File: src/rtl/pfq_pkg.sv
package pfq_pkg;

  // Number of bytes a single accepted word contributes to the queue.
  typedef enum logic [1:0] {
    PUSH_NONE = 2'd0,
    PUSH_HI   = 2'd1,
    PUSH_WORD = 2'd2
  } push_e;

endpackage

File: src/rtl/pfq_agen.sv
module pfq_agen #(
  parameter int ADDR_W = 24,
  parameter int OFF_W  = 16
) (
  input  logic [ADDR_W-1:0] base,
  input  logic [OFF_W-1:0]  off,
  output logic [ADDR_W-1:0] addr
);

  localparam int PAD_W = ADDR_W - OFF_W;

  // Zero-extend the offset so it cannot carry into the segment in 16 bits,
  // while the 24-bit sum wraps naturally.
  assign addr = base + {{PAD_W{1'b0}}, off};

endmodule

File: src/rtl/pfq_byteq.sv
module pfq_byteq
  import pfq_pkg::*;
#(
  parameter  int DEPTH = 6,
  localparam int CW    = $clog2(DEPTH + 1)
) (
  input  logic          clk,
  input  logic          rst_n,
  input  logic          clr,
  input  push_e         push,
  input  logic [15:0]   wdata,
  input  logic          pop,
  output logic [7:0]    head,
  output logic          valid,
  output logic [CW-1:0] level
);

  localparam int PW = $clog2(DEPTH);
  localparam logic [PW:0] DEPTH_V = (PW + 1)'(DEPTH);

  logic [PW-1:0] rd_q, rd_n, wr_q, wr_n, wr_p1;
  logic [CW-1:0] lvl_q, lvl_n;
  logic [7:0]    mem_q [DEPTH];
  logic [1:0]    n_in;
  logic          take;
  logic [7:0]    lo_byte;
  logic [DEPTH-1:0] we_lo, we_hi;

  function automatic logic [PW-1:0] wrap_add(input logic [PW-1:0] p,
                                             input logic [1:0] k);
    logic [PW:0] s;
    s = {1'b0, p} + {{(PW - 1){1'b0}}, k};
    if (s >= DEPTH_V) s = s - DEPTH_V;
    return s[PW-1:0];
  endfunction

  always_comb begin
    case (push)
      PUSH_WORD: n_in = 2'd2;
      PUSH_HI:   n_in = 2'd1;
      default:   n_in = 2'd0;
    endcase
  end

  assign take    = pop && (lvl_q != '0);
  assign wr_p1   = wrap_add(wr_q, 2'd1);
  assign lo_byte = (push == PUSH_HI) ? wdata[15:8] : wdata[7:0];

  // Next-state for pointers and fill level.
  always_comb begin
    rd_n  = rd_q;
    wr_n  = wr_q;
    lvl_n = lvl_q;
    if (clr) begin
      rd_n  = '0;
      wr_n  = '0;
      lvl_n = '0;
    end else begin
      if (take) rd_n = wrap_add(rd_q, 2'd1);
      wr_n  = wrap_add(wr_q, n_in);
      lvl_n = lvl_q + CW'(n_in) - CW'(take);
    end
  end

  always_ff @(posedge clk or negedge rst_n) begin
    if (!rst_n) begin
      rd_q  <= '0;
      wr_q  <= '0;
      lvl_q <= '0;
    end else begin
      rd_q  <= rd_n;
      wr_q  <= wr_n;
      lvl_q <= lvl_n;
    end
  end

  // Per-slot write enables: first byte lands at wr_q, second at wr_q+1.
  for (genvar i = 0; i < DEPTH; i++) begin : g_we
    assign we_lo[i] = !clr && (push != PUSH_NONE) && (wr_q == PW'(i));
    assign we_hi[i] = !clr && (push == PUSH_WORD) && (wr_p1 == PW'(i));
  end

  always_ff @(posedge clk) begin
    for (int i = 0; i < DEPTH; i++) begin
      if (we_lo[i])      mem_q[i] <= lo_byte;
      else if (we_hi[i]) mem_q[i] <= wdata[15:8];
    end
  end

  assign head  = mem_q[rd_q];
  assign valid = (lvl_q != '0);
  assign level = lvl_q;

endmodule

File: src/rtl/pfq_fetch.sv
module pfq_fetch
  import pfq_pkg::*;
#(
  parameter int ADDR_W = 24,
  parameter int OFF_W  = 16,
  parameter int DEPTH  = 6,
  parameter int CW     = 3
) (
  input  logic              clk,
  input  logic              rst_n,
  input  logic [ADDR_W-1:0] cs_base,
  input  logic              flush,
  input  logic [OFF_W-1:0]  flush_ip,
  input  logic [CW-1:0]     level,
  input  logic              mem_ack,
  output logic              mem_req,
  output logic [ADDR_W-1:0] mem_addr,
  output push_e             push,
  output logic              clr
);

  localparam logic [CW-1:0]    ROOM_V = CW'(DEPTH - 2);
  localparam logic [OFF_W-1:0] STEP   = OFF_W'(2);

  logic [OFF_W-1:0]  off_q, off_n;
  logic              skip_q, skip_n;
  logic              req_q, req_n;
  logic              stale_q, stale_n;
  logic [ADDR_W-1:0] addr_q, addr_calc;
  logic              accept, room, issue;
  logic              off_en, addr_en;

  pfq_agen #(
    .ADDR_W(ADDR_W),
    .OFF_W (OFF_W)
  ) u_agen (
    .base(cs_base),
    .off (off_q),
    .addr(addr_calc)
  );

  assign accept = req_q && mem_ack;
  assign room   = (level <= ROOM_V);
  assign issue  = !flush && !req_q && room;

  always_comb begin
    off_n   = off_q;
    skip_n  = skip_q;
    req_n   = req_q;
    stale_n = stale_q;
    push    = PUSH_NONE;
    clr     = flush;
    off_en  = 1'b0;
    addr_en = 1'b0;
    if (flush) begin
      off_n   = {flush_ip[OFF_W-1:1], 1'b0};
      skip_n  = flush_ip[0];
      off_en  = 1'b1;
      // A request in flight stays on the port until accepted, but is marked.
      req_n   = req_q && !mem_ack;
      stale_n = req_q && !mem_ack;
    end else begin
      if (accept) begin
        req_n   = 1'b0;
        stale_n = 1'b0;
        if (!stale_q) begin
          push   = skip_q ? PUSH_HI : PUSH_WORD;
          off_n  = off_q + STEP;
          skip_n = 1'b0;
          off_en = 1'b1;
        end
      end
      if (issue) begin
        req_n   = 1'b1;
        addr_en = 1'b1;
      end
    end
  end

  always_ff @(posedge clk or negedge rst_n) begin
    if (!rst_n) begin
      off_q   <= '0;
      skip_q  <= 1'b0;
      req_q   <= 1'b0;
      stale_q <= 1'b0;
      addr_q  <= '0;
    end else begin
      req_q   <= req_n;
      stale_q <= stale_n;
      if (off_en) begin
        off_q  <= off_n;
        skip_q <= skip_n;
      end
      if (addr_en) addr_q <= addr_calc;
    end
  end

  assign mem_req  = req_q;
  assign mem_addr = addr_q;

endmodule

File: src/rtl/insn_prefetch.sv
module insn_prefetch
  import pfq_pkg::*;
#(
  parameter int ADDR_W = 24,
  parameter int OFF_W  = 16,
  parameter int DEPTH  = 6
) (
  input  logic              clk,
  input  logic              rst_n,
  input  logic [ADDR_W-1:0] cs_base,
  input  logic              flush,
  input  logic [OFF_W-1:0]  flush_ip,
  output logic              mem_req,
  output logic [ADDR_W-1:0] mem_addr,
  input  logic              mem_ack,
  input  logic [15:0]       mem_rdata,
  output logic              dec_valid,
  output logic [7:0]        dec_byte,
  input  logic              dec_pop
);

  localparam int LVL_W = $clog2(DEPTH + 1);

  logic [LVL_W-1:0] q_level;
  push_e            q_push;
  logic             q_clr;

  pfq_fetch #(
    .ADDR_W(ADDR_W),
    .OFF_W (OFF_W),
    .DEPTH (DEPTH),
    .CW    (LVL_W)
  ) u_fetch (
    .clk     (clk),
    .rst_n   (rst_n),
    .cs_base (cs_base),
    .flush   (flush),
    .flush_ip(flush_ip),
    .level   (q_level),
    .mem_ack (mem_ack),
    .mem_req (mem_req),
    .mem_addr(mem_addr),
    .push    (q_push),
    .clr     (q_clr)
  );

  pfq_byteq #(
    .DEPTH(DEPTH)
  ) u_queue (
    .clk  (clk),
    .rst_n(rst_n),
    .clr  (q_clr),
    .push (q_push),
    .wdata(mem_rdata),
    .pop  (dec_pop),
    .head (dec_byte),
    .valid(dec_valid),
    .level(q_level)
  );

endmodule

File: config.mk
export PLATFORM = sky130hd
export DESIGN_NAME = insn_prefetch
export DESIGN_NICKNAME = d
export VERILOG_FILES = /design/src/rtl/pfq_pkg.sv /design/src/rtl/pfq_agen.sv /design/src/rtl/pfq_byteq.sv /design/src/rtl/pfq_fetch.sv /design/src/rtl/insn_prefetch.sv
export SDC_FILE = /design/constraint.sdc
export NUM_CORES = 1
export LEC_CHECK = 0
export ABC_AREA = 1
export BUFFER_PORTS_ARGS = -buffer_cell sky130_fd_sc_hd__buf_2
export CAP_MARGIN = 40
export CELL_PAD_IN_SITES_DETAIL_PLACEMENT = 0
export CELL_PAD_IN_SITES_GLOBAL_PLACEMENT = 1
export CORE_ASPECT_RATIO = 1.25
export CORE_MARGIN = 8
export CORE_UTILIZATION = 43
export DETAILED_ROUTE_END_ITERATION = 8
export PLACE_DENSITY = 0.82
export SETUP_SLACK_MARGIN = 0.05
export SLEW_MARGIN = 20
export SYNTH_ARGS = -nofsm -noshare
export SYNTH_HDL_FRONTEND = slang
export SYNTH_SLANG_ARGS = --single-unit
File: constraint.sdc
create_clock -name clk -period 3.42 [get_ports clk]
set_input_delay 0 -clock clk [delete_from_list [all_inputs] [get_ports clk]]
set_output_delay 0 -clock clk [all_outputs]
set_load 0.05 [all_outputs]
==> results.cfg <==
[run_status]
run_status = finished clean

[cts]
htree_num_levels = 3
clockRootBuffer = sky130_fd_sc_hd__clkbuf_16
number_of_buffers_added_by_the_clock_tree_synthesis_step = 9
clock_tree.buffer_depth = 2
clock_tree_from_tritoncts = yes
numClockSinks = 99
postCtsSetupBuffers = 0
clk_latency_ns = 0.35
cts_repair_resize_count = 0
clk_pin_slew_worst_paths_ns = 0.07

[setup_path]
reg_to_reg_critical_path_startpoint = u_fetch.mem_req$_DFFE_PN0P_
required_ns = 3.70
worstReg2RegEnd = u_queue.wr_q[2]$_DFF_PN0_
rr_worst_depth = 12
crit_path_category = reg2reg
reg2reg_slack_ns = 0.69
startpoint = u_fetch.mem_req$_DFFE_PN0P_
critical_path.max_fanout = 17
critical_path_endpoint_category = flop
critPathCapture = u_queue.wr_q[2]$_DFF_PN0_
timing.critical_path.from_type = flop
arrival_ns = 3.01

[drt]
routed_wl_um = 18620
post_drt_wl_per_cell_um = 16.00
drt_iter0_markers = 348
detailroute.via_count = 5911
ant_nets = 0
post-route-drc-count = 0
first_pass_iters = 4
route.detailed.vias_per_inst = 5.078

[die]
die_h_um = 154.7
chipWidth_um = 127.0
fp.coreArea_sq_mm = 0.01501
std_cell_rows = 50
initial_core_util_pct = 44.09
io_pins = 95
floorplan.die_area_sq_mm = 0.01965

[timing]
slew_viol_final = 0
finalClockSkew_ns = 0.006276
final_min_period_over_clock_period_pct = 79.87
maxClockFrequency_mhz = 366.1
time_the_final_worst_path_needs_with_i_o_delays_and_setup_ns = 2.732
slew_at_the_pin_closest_to_its_max_slew_limit_ns = 0.8672
fin_tns_setup_ns = 0
hold_violations = 0
worst_slew_margin_relative_to_its_limit_pct = 41.58
rsz0062_at_grt = no
finalSetupViolations = 0

[logic_synthesis]
commonest_register_cell_after_synthesis = sky130_fd_sc_hd__dfrtp_1
synthesis.area_per_instance_sq_um = 7.725
synth_warnings = 0
post_synth_instance_area_sq_mm = 0.006620
syn_nets = 949
synth_edf_count = 48
synth_sequential_area_ratio_pct = 41.05
synth-seq-cells = 99
asyncSetResetFlopFracSynth_pct = 51.52
distinct_cell_type_count_of_the_synthesized_netlist = 44
netlist_instances = 857

[power_and_ir_drop]
power_leakage_nw = 3.820
p_per_area_mw_per_mm2 = 637.8
p_clk_share_pct = 23.7
p_switching_mw = 2.229
ir_drop_mv = 0.2843
power_share_of_the_sequential_group_pct = 31.9
fin_total_pwr_mw = 5.032
pwr-share-comb_pct = 44.4
sw_frac_of_total_pct = 44.30
internal_power_mw = 2.803

[placed_design]
routabilityCongestion = 0.8202
place_hpwl_um = 14100
number_of_i_o_port_buffers = 94

[layout]
num-nets-final = 1069
areaGrowthSynthToFinish_pct = 19.18
post_route_cells_drive_above_1_share_pct = 15.89
antenna-diode-count = 0

[grt]
grt_antenna_before_repair = 0
grtUsageTotal_pct = 19.26
globalRoute.totalOverflow = 0
grt_first_pass_wirelength_um = 29870
grt_start_max_net_pins = 32
first_global_vias = 6011

[min_path]
hold_class = in2reg

[run]
maxCapViolations = 0
-- cells in the mapped netlist, types with 3 or more instances --
cell type | number | area [sq um]
sky130_fd_sc_hd__nor4_1 | 3 | 18.77
sky130_fd_sc_hd__a32o_1 | 8 | 80.08
sky130_fd_sc_hd__nor2_1 | 53 | 198.9
sky130_fd_sc_hd__a22oi_1 | 5 | 37.54
sky130_fd_sc_hd__nand3b_1 | 5 | 37.54
sky130_fd_sc_hd__ha_1 | 28 | 350.3
sky130_fd_sc_hd__nor3_1 | 6 | 30.03
sky130_fd_sc_hd__edfxtp_1 | 48 | 1441
sky130_fd_sc_hd__nand2_2 | 4 | 25.02
sky130_fd_sc_hd__dfrtp_1 | 51 | 1276
sky130_fd_sc_hd__nand4_1 | 4 | 25.02
sky130_fd_sc_hd__nand2_1 | 296 | 1111
sky130_fd_sc_hd__a31oi_1 | 3 | 18.77
sky130_fd_sc_hd__clkinv_1 | 3 | 11.26
sky130_fd_sc_hd__inv_1 | 93 | 349.1
sky130_fd_sc_hd__xnor2_1 | 13 | 113.9
sky130_fd_sc_hd__and2_1 | 3 | 18.77
sky130_fd_sc_hd__o21ai_0 | 43 | 215.2
sky130_fd_sc_hd__o22ai_1 | 10 | 62.56
sky130_fd_sc_hd__xor2_1 | 7 | 61.31
sky130_fd_sc_hd__nand3_1 | 46 | 230.2
sky130_fd_sc_hd__buf_2 | 4 | 20.02
sky130_fd_sc_hd__clkbuf_1 | 15 | 56.30
sky130_fd_sc_hd__o21ai_2 | 16 | 140.1
sky130_fd_sc_hd__nand4_4 | 4 | 85.08
sky130_fd_sc_hd__nor2_4 | 3 | 33.78
sky130_fd_sc_hd__a21oi_1 | 27 | 135.1
sky130_fd_sc_hd__fa_1 | 3 | 60.06
sky130_fd_sc_hd__o21ai_1 | 33 | 165.2
-- flip-flops by register name (all words and copies together) (netlist names) --
signal,cells
u_fetch.mem_addr,24
u_fetch.mem_req,1
u_queue.level,3
u_queue.wr_q,3
u_queue.rd_q,3
u_fetch.off_q,15
u_fetch.stale_q,1
u_fetch.skip_q,1
u_queue.mem_q,48
-- routing by layer --
metal	track usage, %	up-vias	wire length, um
met5	0	-	0
met4	7.439	0	342
met3	3.715	18	820
met2	36.88	134	10020
met1	20.08	2694	7438
li1	-	3065	-
-- repair_timing --
action	in CTS	in global routing
setup endpoints to repair	0	0
hold buffers	27	0
endpoints found under the hold margin	48	0
-- worst min path at each step --
stage               slack [ns]  depth (start not counted)    start                         endpoint
floorplan                -0.30                          0    rst_n  u_fetch.mem_addr[0]$_DFFE_PN0P_
global placement         0.006                          1    rst_n  u_fetch.mem_addr[4]$_DFFE_PN0P_
detailed placement       0.008                          1    rst_n  u_fetch.mem_addr[4]$_DFFE_PN0P_
CTS                      0.009                          4  dec_pop      u_queue.rd_q[1]$_DFFE_PN0P_
global route              0.05                          4  dec_pop      u_queue.rd_q[1]$_DFFE_PN0P_
finish                    0.02                          4  dec_pop      u_queue.rd_q[1]$_DFFE_PN0P_
-- through the flow --
step                      utilization (%)  setup WS [ns]  hold slack, ns  cell area, sq um  instances
after floorplan                         -         0.7406         -0.2956              6620        857
after global placement              48.49         0.8027        0.006071              7281       1121
after detailed placement            48.49         0.6816        0.008078              7281       1121
after CTS                           52.55         0.6679        0.008992              7890       1164
after global routing                52.55         0.4103         0.05034              7890       1164
final                               52.55         0.6884         0.01619              7890       1164
-- layout by cell type (no fill, tap or decap), drive strengths merged --
cell type and n:
a211oi 1, a21oi 28, a22oi 5, a31oi 3
a32o 8, and2 3, buf 105, bufinv 3
clkbuf 9, clkinv 5, clkinvlp 1, conb 1
dfrtp 51, dlygate4sd3 27, edfxtp 48, fa 3
ha 28, inv 95, nand2 302, nand3 49
nand3b 5, nand4 8, nor2 57, nor3 6
nor4 3, o211ai 2, o21ai 92, o221ai 1
o22ai 10, o31ai 1, or2 2, xnor2 13
xor2 7
-- layout make-up --
class / instances / area [sq um]
Clock inverter: 7 / 113.9
Tap cell: 182 / 227.7
Clock buffer: 9 / 225.2
Multi-Input combinational cell: 638 / 3413
Sequential cell: 99 / 2718
Inverter: 97 / 369.1
Fill cell: 1489 / 7124
Timing Repair Buffer: 132 / 823.3
-- power groups by stage --
stage	Combinational (mW)	Sequential, mW	Clock, mW
final	2.23	1.61	1.19
after global routing	2.45	1.64	1.25
after CTS	2.26	1.61	1.22
after detailed placement	2.23	1.63	0
after global placement	2.23	1.63	0
after floorplan	1.16	2.12	0
-- kinds of logic after synthesis --
logic type / share of synthesized area, %
flip-flops: 41.05
AND/OR/NAND/NOR: 28.92
XOR/XNOR: 2.646
other: 0.05665
buffers and inverters: 7.390
adder cells (fa/ha/maj): 6.199
AO/OA/AOI/OAI: 13.74
-- worst max-delay path: stages (launching register included) --
cell                      delay (ns)
sky130_fd_sc_hd__dfrtp_1        0.41
sky130_fd_sc_hd__nand3_2        0.19
sky130_fd_sc_hd__nor2_4         0.34
sky130_fd_sc_hd__nand2_2        0.26
sky130_fd_sc_hd__inv_1          0.14
sky130_fd_sc_hd__ha_1           0.17
sky130_fd_sc_hd__inv_1          0.06
sky130_fd_sc_hd__fa_1           0.37
sky130_fd_sc_hd__xnor2_1        0.22
sky130_fd_sc_hd__nand2_1        0.07
sky130_fd_sc_hd__a21oi_1        0.18
sky130_fd_sc_hd__o21ai_0        0.09
sky130_fd_sc_hd__a21oi_1        0.14
No activity file was read; power rests on OpenSTA's default activity.
